--- src/rtl/irq_cif_pkg.sv ---
package irq_cif_pkg;

    localparam int INTID_W    = 10;
    localparam int PRIO_MAX_W = 8;

    typedef logic [INTID_W-1:0]  intid_t;
    typedef logic [PRIO_MAX_W-1:0] prio_t;
    typedef logic [PRIO_MAX_W:0] rprio_t;

    localparam intid_t SPURIOUS_ID = intid_t'(1023);

    // One level of the in-service nesting record
    typedef struct packed {
        intid_t id;
        prio_t  prio;
    } act_ent_t;

    // Arbitration winner
    typedef struct packed {
        logic   valid;
        intid_t id;
        prio_t  prio;
    } cand_t;

    // Idle running priority: one above the least urgent programmable value
    function automatic rprio_t idle_prio(int prio_w);
        return rprio_t'(1) << prio_w;
    endfunction

    // Candidate strictly more urgent than what is running
    function automatic logic cand_preempts(cand_t c, rprio_t running);
        return c.valid && (rprio_t'(c.prio) < running);
    endfunction

endpackage

--- src/rtl/irq_src_state.sv ---
module irq_src_state #(
    parameter int N_SRC = 8
) (
    input  logic             clk,
    input  logic             rst,
    input  logic [N_SRC-1:0] req_i,
    input  logic [N_SRC-1:0] act_set_i,
    input  logic [N_SRC-1:0] act_clr_i,
    output logic [N_SRC-1:0] pend_o,
    output logic [N_SRC-1:0] act_o
);

    logic [N_SRC-1:0] req_q;
    logic [N_SRC-1:0] act_q;

    for (genvar g = 0; g < N_SRC; g++) begin : g_src
        always_ff @(posedge clk) begin
            if (rst) begin
                req_q[g] <= 1'b0;
                act_q[g] <= 1'b0;
            end else begin
                req_q[g] <= req_i[g];
                if (act_set_i[g])
                    act_q[g] <= 1'b1;
                else if (act_clr_i[g])
                    act_q[g] <= 1'b0;
            end
        end
    end

    assign pend_o = req_q & ~act_q;
    assign act_o  = act_q;

    // Only one source enters service per acknowledge
    assert_single_ack_R5: assert property (@(posedge clk) disable iff (rst)
        $onehot0(act_set_i));

    // A source entering service was not already in service
    assert_no_double_entry_R5: assert property (@(posedge clk) disable iff (rst)
        ((act_set_i & act_q) == '0));

endmodule

--- src/rtl/irq_arbiter.sv ---
module irq_arbiter
    import irq_cif_pkg::*;
#(
    parameter int N_SRC  = 8,
    parameter int PRIO_W = 4
) (
    input  logic [N_SRC-1:0]        mask_i,
    input  logic [N_SRC*PRIO_W-1:0] prio_i,
    output cand_t                   cand_o
);

    always_comb begin
        cand_t best;
        prio_t p;
        best = '0;
        for (int i = 0; i < N_SRC; i++) begin
            p = prio_t'(prio_i[i*PRIO_W +: PRIO_W]);
            // strict compare keeps the lower index on ties
            if (mask_i[i] && (!best.valid || p < best.prio)) begin
                best.valid = 1'b1;
                best.id    = intid_t'(i);
                best.prio  = p;
            end
        end
        cand_o = best;
    end

endmodule

--- src/rtl/irq_active_stack.sv ---
module irq_active_stack
    import irq_cif_pkg::*;
#(
    parameter int DEPTH = 4,
    localparam int CNT_W = $clog2(DEPTH + 1)
) (
    input  logic       clk,
    input  logic       rst,
    input  logic       push_i,
    input  act_ent_t   push_ent_i,
    input  logic       pop_i,
    output logic       empty_o,
    output logic       full_o,
    output act_ent_t   top_o,
    output logic [CNT_W-1:0] count_o
);

    act_ent_t         slot_q [DEPTH];
    logic [CNT_W-1:0] cnt_q;

    assign empty_o = (cnt_q == '0);
    assign full_o  = (cnt_q == CNT_W'(DEPTH));
    assign count_o = cnt_q;

    for (genvar g = 0; g < DEPTH; g++) begin : g_slot
        always_ff @(posedge clk) begin
            if (rst)
                slot_q[g] <= '0;
            else if (push_i && !full_o && cnt_q == CNT_W'(g))
                slot_q[g] <= push_ent_i;
        end
    end

    always_ff @(posedge clk) begin
        if (rst)
            cnt_q <= '0;
        else if (push_i && !full_o)
            cnt_q <= cnt_q + 1'b1;
        else if (pop_i && !empty_o)
            cnt_q <= cnt_q - 1'b1;
    end

    always_comb begin
        top_o = '0;
        for (int g = 0; g < DEPTH; g++)
            if (cnt_q == CNT_W'(g + 1))
                top_o = slot_q[g];
    end

    // Nesting never exceeds the configured depth
    assert_no_overflow_R10: assert property (@(posedge clk) disable iff (rst)
        push_i |-> !full_o);

    // Retirement only happens with something in service
    assert_no_underflow_R8: assert property (@(posedge clk) disable iff (rst)
        pop_i |-> !empty_o);

    // Acknowledge and retirement never act in the same edge
    assert_push_pop_excl_R11: assert property (@(posedge clk) disable iff (rst)
        !(push_i && pop_i));

endmodule

--- src/rtl/irq_cpu_if.sv ---
module irq_cpu_if
    import irq_cif_pkg::*;
#(
    parameter int N_SRC  = 8,
    parameter int PRIO_W = 4,
    parameter int DEPTH  = 4
) (
    input  logic                    clk,
    input  logic                    rst,
    input  logic [N_SRC-1:0]        src_req,
    input  logic [N_SRC-1:0]        src_en,
    input  logic [N_SRC*PRIO_W-1:0] src_prio,
    output logic                    irq_o,
    input  logic                    ack_rd,
    output logic [INTID_W-1:0]      ack_id,
    input  logic                    eoi_wr,
    input  logic [INTID_W-1:0]      eoi_id,
    output logic [PRIO_W:0]         run_prio
);

    localparam int CNT_W = $clog2(DEPTH + 1);
    localparam rprio_t IDLE = idle_prio(PRIO_W);
    localparam logic [N_SRC-1:0] ONE = N_SRC'(1);

    logic [N_SRC-1:0] pend, act, act_set, act_clr;
    cand_t            cand;
    act_ent_t         top, push_ent;
    logic             empty, full, eligible, ack_take, eoi_ok;
    logic [CNT_W-1:0] depth_cnt;
    rprio_t           run;

    irq_src_state #(.N_SRC(N_SRC)) u_src (
        .clk       (clk),
        .rst       (rst),
        .req_i     (src_req),
        .act_set_i (act_set),
        .act_clr_i (act_clr),
        .pend_o    (pend),
        .act_o     (act)
    );

    irq_arbiter #(.N_SRC(N_SRC), .PRIO_W(PRIO_W)) u_arb (
        .mask_i (pend & src_en),
        .prio_i (src_prio),
        .cand_o (cand)
    );

    irq_active_stack #(.DEPTH(DEPTH)) u_stk (
        .clk        (clk),
        .rst        (rst),
        .push_i     (ack_take),
        .push_ent_i (push_ent),
        .pop_i      (eoi_ok),
        .empty_o    (empty),
        .full_o     (full),
        .top_o      (top),
        .count_o    (depth_cnt)
    );

    assign run      = empty ? IDLE : rprio_t'(top.prio);
    assign eligible = cand_preempts(cand, run) && !full;
    assign ack_take = ack_rd && eligible;
    assign eoi_ok   = eoi_wr && !ack_take && !empty && (eoi_id == top.id);

    assign push_ent.id   = cand.id;
    assign push_ent.prio = cand.prio;

    assign act_set = ack_take ? (ONE << cand.id) : '0;
    assign act_clr = eoi_ok   ? (ONE << top.id)  : '0;

    assign irq_o    = eligible;
    assign ack_id   = eligible ? cand.id : SPURIOUS_ID;
    assign run_prio = run[PRIO_W:0];

    // Running priority follows the source just acknowledged
    assert_ack_sets_run_R5: assert property (@(posedge clk) disable iff (rst)
        ack_take |=> (run == $past(rprio_t'(cand.prio))));

    // In-service flags and nesting depth stay in step
    assert_depth_matches_R8: assert property (@(posedge clk) disable iff (rst)
        $countones(act) == int'(depth_cnt));

    // Interrupt line only with an enabled waiting source
    assert_irq_has_source_R4: assert property (@(posedge clk) disable iff (rst)
        irq_o |-> ((pend & src_en) != '0));

    // Spurious acknowledge leaves service state alone
    assert_spurious_quiet_R6: assert property (@(posedge clk) disable iff (rst)
        (ack_rd && !irq_o && !eoi_wr) |=> ($stable(act) && $stable(run)));

    // Non-matching end-of-interrupt is ignored
    assert_bad_eoi_ignored_R9: assert property (@(posedge clk) disable iff (rst)
        (eoi_wr && !ack_rd && (empty || eoi_id != top.id)) |=> ($stable(act) && $stable(run)));

    // Same-edge acknowledge wins over retirement
    assert_same_edge_R11: assert property (@(posedge clk) disable iff (rst)
        (ack_take && eoi_wr) |=> ($countones(act) == $past($countones(act)) + 1));

endmodule

--- config.mk ---
export PLATFORM = sky130hd
export DESIGN_NAME = irq_cpu_if
export DESIGN_NICKNAME = d
export VERILOG_FILES = /design/src/rtl/irq_cif_pkg.sv /design/src/rtl/irq_src_state.sv /design/src/rtl/irq_arbiter.sv /design/src/rtl/irq_active_stack.sv /design/src/rtl/irq_cpu_if.sv
export SDC_FILE = /design/constraint.sdc
export NUM_CORES = 1
export LEC_CHECK = 0
export BUFFER_PORTS_ARGS = -buffer_cell sky130_fd_sc_hd__buf_2
export CAP_MARGIN = 20
export CORE_MARGIN = 2
export CORE_UTILIZATION = 51
export DETAILED_ROUTE_END_ITERATION = 16
export PLACE_DENSITY = 0.72
export SLEW_MARGIN = 20
export SYNTH_ARGS = -nofsm -noshare
export SYNTH_HDL_FRONTEND = slang
export SYNTH_SLANG_ARGS = --single-unit
--- constraint.sdc ---
create_clock -name clk -period 40.2 [get_ports clk]
set_input_delay 4.02 -clock clk [delete_from_list [all_inputs] [get_ports clk]]
set_output_delay 4.02 -clock clk [all_outputs]
set_load 0.05 [all_outputs]
==> results.yml <==
status:
  outcome: "complete, no violations"
clock_tree:
  cts_tree: "done"
  cts_setup_buffers: 0
  cts_root_buffer: "clkbuf_8"
  htreeDepth: 2
  clock_path_buffers: 2
  clock_latency_ps: 310
  clock_sinks: 47
  cts_buffers: 5
  cts_hold_buf: 0
  clkTransAtPathRegs_ps: 90
  post_cts_resized: 0
critical_path:
  r2r.worst_path.cells: 63
  slowest_stage: "a2111oi_0"
  max_stage_delay_ps: 640
  critical_path.max_fanout: 9
  r2r-start: "u_src.act_o[0]"
  cp-end-kind: "output pin"
  required_ps: 36180
  rr_endpoint: "u_stk.slot_q[3][10]"
  critPathMostFrequentCell: "ha_1"
  worstSetupPathType: "primary input to output pin"
  rrSetupSlack_ps: 25220
  cp-start-kind: "primary input"
  crit_arrival_ps: 18420
synth:
  synth_fp_nets: 545
  synth_area_sq_um: 3900
  synth_edf_count: 28
  synthAdderAreaFrac_pct: 9.24
  synth.avg_cell_area_sq_um: 8.57
  synth_xor_area_share_pct: 0.898
  synth-simple-area-share_pct: 26.2
  ys_async_sr_fraction_pct: 0
  synth_compound_area_share_pct: 22.6
  ys_seq_area_share_pct: 31.3
  synthCells: 455
  synthDistinctLibCells: 72
  yosys_register_bits: 47
  yosysWarningCount: 0
  synth-main-ff-cell: "edfxtp_1"
  synth_top_family_by_area: "simple AND/OR/NAND/NOR gates"
  synthMuxAreaShare_pct: 3.56
floorplanning:
  placementRows: 31
  start_util_pct: 53.2
  die_y_um: 91.5
  dieArea_sq_um: 8360
  ios: 78
  core_area_sq_um: 7330
  die_w_um: 91.5
sta:
  fin_crit_sh_pct: 55.8
  drv_slew: 0
  setup_viol: 0
  max_freq_ghz: 0.0446
  rsz0062_at_grt: "false"
  fin_crit_ps: 22440
  final.setup.tns_ps: 0
  whs_ps: 487
  tightest_slew_ps: 720
  max_slew_margin_pct: 51.6
  clock_skew_ps: 5.40
  hold_violations: 0
final_layout:
  antenna_cells: 0
  layout-drive-gt1-share_pct: 23.1
  final_cell_area_sq_um: 4410
  syn_to_final_growth_pct: 13.0
  fill_cells: 666
  final_cells: 619
  fin_nets: 609
  final_util_pct: 60.1
route:
  wl_mm: 9.78
  drc_errors: 0
  via_per_inst: 5.87
  via_count: 3631
  drt_first_pass_iters: 5
  drtAntennaViolNets: 0
  dr.first_iter.drc_count: 150
  wire_per_inst_um: 15.8
pwr:
  power_density_nw_per_um2: 40.2
  power.leakage_nw: 1.89
  ir_drop_v: 0.0000172
hold_path:
  min_path_cells: 2
  hp-start: "u_src.act_o[3]"
  hold_class: "flop to flop"
  hold_path_end: "u_src.act_o[3]"
grt:
  grt_usage_pct: 23.5
  grt_max_degree: 27
  antenna_found_initial: 0
  overflow: 0
  grt_pass1_vias: 3482
  grt_pass1_wl_mm: 16.0
job:
  drv_cap: 0
placed_design:
  io_buffers: 77
  hpwl_mm: 7.70
  placed_area_sq_um: 4300
  dp.cells: 611
  gp_congestion: 0.867
[per-stage QoR]
stage	setup slack [ps]	total power, mW
5_1_grt	16640	0.187
3_3_place_gp	18700	0.140
4_1_cts	17990	0.177
6_report	17760	0.177
3_5_place_dp	18050	0.142
2_1_floorplan	18410	0.127
[flip-flops by register name, summed over array words and instances (netlist names)]
name / flops
u_stk.slot_q: 28
u_src.act_o: 8
u_src.req_q: 8
u_stk.count_o: 3
[Yosys cell counts, types with 3 or more instances]
master     n  area, sq um
a211o_1    3         26.3
a211oi_1   9         67.6
a21o_1     9         67.6
a21oi_1   23          115
a22oi_1    3         22.5
a31o_2     3         26.3
a31oi_1    3         18.8
and2_1     3         18.8
and3b_1    4         35.0
buf_1      4         15.0
buf_4      7         52.6
clkbuf_1   7         26.3
dfxtp_1   19          380
edfxtp_1  28          841
ha_1      28          350
inv_1     32          120
mux2_2     7         78.8
mux2i_1    6         60.1
nand2_1   46          173
nand2b_1   5         31.3
nand3_1    6         30.0
nand3b_1   6         45.0
nor2_1    55          206
nor2b_1   13         81.3
nor3_1     9         45.0
nor4_1     9         56.3
o211a_1    3         30.0
o211ai_1   3         22.5
o21a_1    14          105
o21ai_0   14         70.1
o21ai_1    5         25.0
o221ai_1   4         35.0
o22ai_1    6         37.5
o32ai_1    3         26.3
or2_2      5         31.3
or3_1      4         25.0
xnor2_1    3         26.3
[how the worst max path moves through the flow]
stage                    from        end  slack [ps]
floorplan           src_en[0]  ack_id[4]       18410
global placement    src_en[0]  ack_id[3]       18700
detailed placement  src_en[0]  ack_id[7]       18050
CTS                 src_en[0]  ack_id[7]       17990
global route        src_en[0]  ack_id[8]       16640
finish              src_en[0]  ack_id[7]       17760
[layout by cell type (no fill, tap or decap), types with 4 or more instances in the layout]
cell,Yosys,final
a211oi_1,9,9
a21o_1,9,9
a21oi_1,23,23
and3b_1,4,4
buf_2,1,77
clkbuf_8,0,5
dfxtp_1,19,19
edfxtp_1,28,28
ha_1,28,28
inv_1,32,32
mux2_2,7,7
mux2i_1,6,6
nand2_1,46,46
nand2b_1,5,5
nand3_1,6,6
nand3b_1,6,6
nor2_1,55,55
nor2b_1,13,13
nor3_1,9,9
nor4_1,9,9
o21a_1,14,14
o21ai_0,14,14
o21ai_1,5,5
o221ai_1,4,4
o22ai_1,6,6
or2_2,5,5
or3_1,4,4
[power breakdown]
part / switching [mW] / total, mW / internal [mW]
Sequential: 0.00237 / 0.0574 / 0.0550
Combinational: 0.0587 / 0.0841 / 0.0255
Clock: 0.0170 / 0.0355 / 0.0186
Total: 0.0780 / 0.177 / 0.0991
[logic make-up after synthesis]
kind of cell    count (synthesis)
flops                          47
buf+inv                        53
fa+ha+maj                      29
simple gates                  187
mux                            13
compound gates                122
xor+xnor                        4
[critical path: cells and delay by family]
family,cells,cell delay [ps]
simple gates,16,3160
fa+ha+maj,8,2180
compound gates,26,6260
buf+inv,8,900
mux,5,1900
[per-layer routing]
| layer | track usage [%] | vias up | wire [um] |
|---|---|---|---|
| li1 | - | 1794 | - |
| met1 | 31.8 | 1687 | 4610 |
| met2 | 39.0 | 134 | 4410 |
| met3 | 3.90 | 16 | 627 |
| met4 | 6.31 | 0 | 129 |
| met5 | 0 | - | 0 |
[area by class of cell]
class / instances / area (sq um) / share of cell area, %
Tap cell: 99 / 124 / 2.81
Clock buffer: 5 / 68.8 / 1.56
Sequential cell: 47 / 1220 / 27.7
Inverter: 32 / 120 / 2.72
Timing Repair Buffer: 78 / 393 / 8.91
Clock inverter: 3 / 42.5 / 0.965
Multi-Input combinational cell: 355 / 2440 / 55.3
Power figures use the tool's default switching activity.
